[config.mk]
export PLATFORM = sky130hd
export DESIGN_NAME = serial_ctl_rx
export DESIGN_NICKNAME = d
export VERILOG_FILES = /design/src/rtl/serial_ctl_rx.sv
export SDC_FILE = /design/constraint.sdc
export NUM_CORES = 1
export LEC_CHECK = 0
export CAP_MARGIN = 5
export CORE_UTILIZATION = 49
export CTS_CLUSTER_DIAMETER = 30
export DETAILED_ROUTE_END_ITERATION = 16
export DONT_BUFFER_PORTS = 1
export PLACE_DENSITY = 0.67
export SLEW_MARGIN = 20
export SYNTH_ARGS = -nofsm -noshare
export SYNTH_HDL_FRONTEND = slang
export SYNTH_SLANG_ARGS = --single-unit
[constraint.sdc]
create_clock -name clk -period 2.1 [get_ports clk]
set_input_delay 0 -clock clk [delete_from_list [all_inputs] [get_ports clk]]
set_output_delay 0 -clock clk [all_outputs]
set_load 0.01 [all_outputs]
[src/rtl/serial_ctl_rx.sv]
module serial_ctl_rx #(
  parameter int WORD_W    = 8,
  parameter int MODE_W    = 3,
  parameter int GAIN_W    = 8,
  parameter int SYNC_N    = 2,
  parameter int GAIN_BASE = -69,
  parameter int GAIN_STEP = 3,
  parameter int PHONE_OFS = 12
) (
  input  logic              clk,
  input  logic              rst_n,
  input  logic              ser_data,
  input  logic              ser_clk,
  input  logic              ser_en,
  output logic [WORD_W-1:0] cfg_word,
  output logic              shutdown,
  output logic              spk_on,
  output logic              spk_mute,
  output logic              phone_route,
  output logic              line_route,
  output logic [GAIN_W-1:0] line_gain,
  output logic [GAIN_W-1:0] phone_gain
);
  localparam int VOL_W = WORD_W - MODE_W;
  localparam int CNT_W = $clog2(WORD_W + 1);

  logic [SYNC_N-1:0] d_sy, c_sy, e_sy;
  logic              c_prev, e_prev;
  logic [WORD_W-1:0] shreg;
  logic [CNT_W-1:0]  nbits;

  wire sd     = d_sy[SYNC_N-1];
  wire sc     = c_sy[SYNC_N-1];
  wire se     = e_sy[SYNC_N-1];
  wire c_rise = sc & ~c_prev;
  wire e_rise = se & ~e_prev;
  wire e_fall = ~se & e_prev;
  wire full   = (nbits == CNT_W'(WORD_W));
  wire take   = se & c_rise & ~full;

  always_ff @(posedge clk or negedge rst_n) begin
    if (!rst_n) begin
      d_sy   <= '0;
      c_sy   <= '0;
      e_sy   <= '0;
      c_prev <= 1'b0;
      e_prev <= 1'b0;
    end else begin
      d_sy   <= {d_sy[SYNC_N-2:0], ser_data};
      c_sy   <= {c_sy[SYNC_N-2:0], ser_clk};
      e_sy   <= {e_sy[SYNC_N-2:0], ser_en};
      c_prev <= sc;
      e_prev <= se;
    end
  end

  always_ff @(posedge clk or negedge rst_n) begin
    if (!rst_n) begin
      shreg <= '0;
      nbits <= '0;
    end else if (e_rise || !se) begin
      nbits <= '0;
    end else if (take) begin
      shreg <= {sd, shreg[WORD_W-1:1]};
      nbits <= nbits + 1'b1;
    end
  end

  always_ff @(posedge clk or negedge rst_n) begin
    if (!rst_n)
      cfg_word <= '0;
    else if (e_fall && full)
      cfg_word <= shreg;
  end

  wire [MODE_W-1:0] mode = cfg_word[MODE_W-1:0];
  wire [VOL_W-1:0]  vol  = cfg_word[WORD_W-1:MODE_W];

  assign shutdown    = (mode == '0);
  assign spk_on      = mode[0];
  assign spk_mute    = !shutdown && !mode[0];
  assign phone_route = mode[1];
  assign line_route  = mode[2];
  assign line_gain   = GAIN_W'(GAIN_BASE + GAIN_STEP * int'(vol));
  assign phone_gain  = GAIN_W'(GAIN_BASE + GAIN_STEP * int'(vol) - PHONE_OFS);


  word_hold_chk: assert property (@(posedge clk) disable iff (!rst_n)
    !(e_fall && full) |=> $stable(cfg_word));

  shift_freeze_chk: assert property (@(posedge clk) disable iff (!rst_n)
    (se && full && !e_rise) |=> $stable(shreg));

  count_cap_chk: assert property (@(posedge clk) disable iff (!rst_n)
    nbits <= CNT_W'(WORD_W));

  shutdown_excl_chk: assert property (@(posedge clk) disable iff (!rst_n)
    shutdown |-> !spk_on && !spk_mute && !phone_route && !line_route);

  mute_excl_chk: assert property (@(posedge clk) disable iff (!rst_n)
    !(spk_mute && spk_on));

  gain_range_chk: assert property (@(posedge clk) disable iff (!rst_n)
    $signed(line_gain) >= GAIN_W'(GAIN_BASE) &&
    $signed(line_gain) <= GAIN_W'(GAIN_BASE + GAIN_STEP * ((1 << VOL_W) - 1)));

  gain_gap_chk: assert property (@(posedge clk) disable iff (!rst_n)
    $signed(line_gain) - $signed(phone_gain) == PHONE_OFS);
endmodule

-- Word level (Yosys, flattened, before mapping)
Cells that the tools add are included.
- bits of input ports: 5
- register bits: 28
- output and inout bits: 29
- logic and storage cells: 34
- reduce and logical (&&, ||, !) cells: 9
- muxes and demuxes: 2
- $add $sub $neg: 3
- bitwise logic cells: 10
- multipliers: 1
- equal/unequal tests: 1
- operators with widths (kind ; count):
    adder 8 bit (first input constant) ; 1
    2-to-1 mux 4 bit ; 2
    subtractor 8 x 5 -> 8 bit (second input constant) ; 1
    multiplier 2 x 5 -> 7 bit (first input constant) ; 1
    bitwise AND 1 bit ; 5
    NOT 1 bit ; 5
    adder 4 x 1 -> 4 bit (second input constant) ; 1
    equality test 4 bit (second input constant) ; 1
    logical NOT 1 bit ; 3
    logical NOT 3 bit ; 1
    logical AND 1 bit ; 2
    AND reduction 2 bit ; 1
    nonzero test 2 bit ; 1
    logical OR 1 bit ; 1

-- Longest topological paths before layout
- depth in word-level cells: 6
- depth in mapped cells: 8
- mapped depth without buffers: 8

-- Least setup slack after synthesis
Ideal clock, no wire load.
- path type: register to output
- from: register cfg_word[3]
- to: output phone_gain[6]
- data arrival time: 2395 ps
- buffers on the path: 0
- slack: -295 ps
- data required time: 2100 ps
- stages on the path, launching flop included: 8
- path through: dfrtp_1 > ha_1 > fa_1 > nor2b_1 > and4b_1 > nor3_1 > nor3_1 > xor2_1
- longest elaborated chain between the ends: 3
- RTL lines (element ; line ; source):
    from (decl) ; 15 ; output logic [WORD_W-1:0] cfg_word,
    from (signal assigned) ; 73 ; cfg_word <= shreg;
    multiplier 2 x 5 -> 7 bit ; -- ;
    adder 8 bit ; -- ;
    named net line_gain[4] ; 21 ; output logic [GAIN_W-1:0] line_gain,
    subtractor 8 x 5 -> 8 bit ; 85 ; assign phone_gain = GAIN_W'(GAIN_BASE + GAIN_STEP * int'(vol) - PHONE_OFS);
    to (decl) ; 22 ; output logic [GAIN_W-1:0] phone_gain
The timed path passes the listed nets, and every way through them passes these cells.

-- Worst setup path in the final report
- from: register cfg_word[4]
- to: output phone_gain[7]
- longest elaborated chain between the ends: 3
- RTL lines (element ; line):
    multiplier 2 x 5 -> 7 bit ; 85
    adder 8 bit ; 85
    subtractor 8 x 5 -> 8 bit ; 85
Every way passes these cells.

==> run_results.csv <==
group,metric,value,unit
worst_setup_path,cp_num_buf_inv,2,
timing,tns,-3.697,ns
status,violations,"DRC, setup timing",
clock_tree,clockBufferDepth,2,
placement,gp_congestion,0.8607,
power,power.leakage,0.9569,nW
power,ir_drop,0.6577,mV
clock_tree,clk_pin_slew,0.14,ns
die,dieArea,3239,um^2
logic_synthesis,synth_warnings,0,
worst_setup_path,cp.required,2.10,ns
timing,setup_violations,10,
logic_synthesis,yosys.area.top_type,"dfrtp_1",
power,total_power,0.8950,mW
die,coreArea,2805,um^2
logic_synthesis,synth_area_per_cell,11.54,um^2
timing,fin_crit_sh,1.264,
clock_tree,htreeDepth,1,
worst_setup_path,crit_type,"flop to output pin",
final_layout,nets,181,
worst_setup_path,crit_arrival,2.65,ns
global_routing,grt_max_degree,29,
die,ioPinCount,34,
logic_synthesis,synth_cells,128,
worst_setup_path,crit_slowest_cell,"dfrtp_2",
final_layout,drive_above_1_share,0.5515,
logic_synthesis,synth_simple_gate_area_frac,0.1406,
logic_synthesis,synth.most_common_cell,"dfrtp_1",
drt,drc_errors,6,
die,num_rows,19,
worst_setup_path,crit_family,"simple AND/OR/NAND/NOR gates",
final_layout,area_growth,45.05,%
logic_synthesis,synth-compound-area-share,0.06097,
logic_synthesis,synth_top_family_by_area,"simple AND/OR/NAND/NOR gates",
timing,fin_worst_skew,0.001937,ns
logic_synthesis,synth_seq_cells,28,
die,die_y,56.92,um
logic_synthesis,yosys-top-cells-count,"28 x dfrtp_1, 13 x mux2_2, 9 x ha_1, 9 x nand2_1",
logic_synthesis,synth.mux.area_fraction,0.1058,
logic_synthesis,yosysSeqAreaShare,0.4742,
worst_setup_path,worstPathMaxFanout,4,
placement,post-place-ws,-0.2320,ns
global_routing,grt_usage,0.1850,
timing,fin_crit,2.655,ns
worst_setup_path,worstSetupStartpointType,"flop",
final_layout,fillers,172,
worst_setup_path,cp_common_cell,"xnor2_2",
worst_setup_path,cp-end-kind,"output pin",
status,status,"complete, but fails checks",
final_layout,antenna_cells,0,
global_routing,grt_pass1_vias,1081,
timing,holdWs,0.07918,ns
flow_run,max_cap_violations,0,
drt,drt-initial-drc-count,42,
drt,route.antenna.remaining_nets,0,
logic_synthesis,syn_nets,143,
global_routing,grt-ovfl-total,0,
die,die_x,56.92,um
placement,dp_hpwl,2.031,mm
clock_tree,insertion_delay,0.32,ns
timing,slew_headroom,0.6218,
logic_synthesis,synth.area.top_cells,"dfrtp_1 47%, mux2_2 9.9%, ha_1 7.6%, xnor2_1 4.1%, xor2_1 3.0%",
timing,layout_setup_ws,-0.5548,ns
timing,fmax,376.7,MHz
logic_synthesis,synth_adder_area_share,0.08975,
logic_synthesis,synth_xor_area_frac,0.08213,
logic_synthesis,syn_area,1478,um^2
power,power.density,417.6,nW/um^2
drt,vias,1076,
final_layout,post-route-util,0.7641,
logic_synthesis,ys_types,36,
drt,wl_per_cell,14.94,um
worst_setup_path,path_cells,"buf_6 > fa_2 > buf_4 > xnor2_2 > nand2_1 > nor3_4 > xnor2_2 > nor4_2 > xor2_1",
global_routing,antenna_found_initial,0,
worst_hold_path,hold_path.class,"primary input to asynchronous set/reset pin",
clock_tree,root_buffer,"clkbuf_4",
drt,wl,2.929,mm
clock_tree,numCtsBuffers,3,
clock_tree,clock_sinks,28,
logic_synthesis,synthArstFlopShare,1.000,
worst_setup_path,max_stage_delay,0.45,ns
logic_synthesis,synth_edf_count,0,
timing,worstMarginPinSlew,0.5654,ns
die,start_util,0.5268,
timing,finalHoldViolCount,0,
timing,rsz0062_at_grt,"true",
drt,drtPass1Iterations,10,
logic_synthesis,ys.flop_type,"dfrtp_1",
global_routing,grt_pass1_wl,4.698,mm
timing,maxSlewViolCount,0,
clock_tree,cts_tree,"built",
drt,avgViaCountPerCell,5.490,
logic_synthesis,synth_top_area_frac,0.4742,
placement,port_buffers,0,
-- flip-flops by register name, indices dropped and copies added, names as in the netlist --
| name | count |
|---|---|
| cfg_word | 8 |
| shreg | 8 |
| e_prev | 1 |
| c_prev | 1 |
| d_sy | 2 |
| c_sy | 2 |
| nbits | 4 |
| e_sy | 2 |
-- report_power, final --
part	switching (mW)	internal [mW]	total, mW
clock	0.147	0.0743	0.221
combinational	0.0251	0.0396	0.0647
sequential	0.0285	0.580	0.609
total	0.201	0.694	0.895
-- kinds of logic (layout without fill, tap and decap cells) --
group                      Yosys count  after routing
AOI/OAI and AO/OA                   14             14
xor gates and xnor gates            13             13
adders and majority gates           10             10
buffers and inverters               13             50
DFF                                 28             28
muxes                               14             14
and+or+nand+nor                     36             36
-- stage by stage --
stage,cell area (um^2),std cells
floorplan,1564,128
global placement,1773,180
detailed placement,1773,180
CTS,2049,193
global route,2143,196
finish,2143,196
-- cell usage in the layout (no fill, tap or decap), types with 4 or more instances in the layout --
cell	Yosys	routed
buf_4	5	25
buf_6	0	9
dfrtp_1	28	25
dlygate4sd3_1	0	4
ha_1	9	6
inv_1	6	6
mux2_2	13	13
nand2_1	9	9
nor2_1	7	5
nor3_4	0	4
o21ai_0	5	4
xnor2_2	1	4
-- path summary, 6_finish.rpt --
| path | startpoint | endpoint | slack (ns) | depth (start not counted) |
|---|---|---|---|---|
| worst max-delay path | cfg_word[4]$_DFFE_PN0P_ | phone_gain[7] | -0.55 | 9 |
| worst min-delay path | rst_n | shreg[0]$_DFFE_PN0P_ | 0.08 | 2 |
| worst max register to register | nbits[0]$_DFFE_PN0P_ | shreg[1]$_DFFE_PN0P_ | 0.38 | 6 |
| worst min register to register | e_sy[0]$_DFF_PN0_ | e_sy[1]$_DFF_PN0_ | 0.37 | 0 |
| max in group asynchronous | rst_n | cfg_word[3]$_DFFE_PN0P_ | 1.86 | 2 |
| min in group clk | ser_clk | c_sy[0]$_DFF_PN0_ | 0.23 | 1 |
-- timing repair --
item                                    in CTS  in global routing
hold buffers                                 5                  0
cloned                                       0                  0
endpoints found under the hold margin       31                  0
pin swaps                                   16                  5
endpoints found under the setup margin      10                 10
buffers inserted                             4                  4
gates resized for setup                     29                 11
-- final cells by class --
class	count	area, um^2	area share
clock buffer	4	26.28	0.01226
tap	31	38.79	0.01810
inverter	6	22.52	0.01051
multi-input combinational	87	982.2	0.4583
timing repair buffer	40	369.1	0.1722
sequential	28	704.4	0.3287
-- layer usage --
metal  track usage  vias up  wire, um
met2        0.3412       22      1687
met1        0.2266      536      1127
met5             0        -         0
met4       0.05226        0        41
met3       0.02304        6        73
li1              -      512         -
No activity file was read; power rests on OpenSTA's default activity.
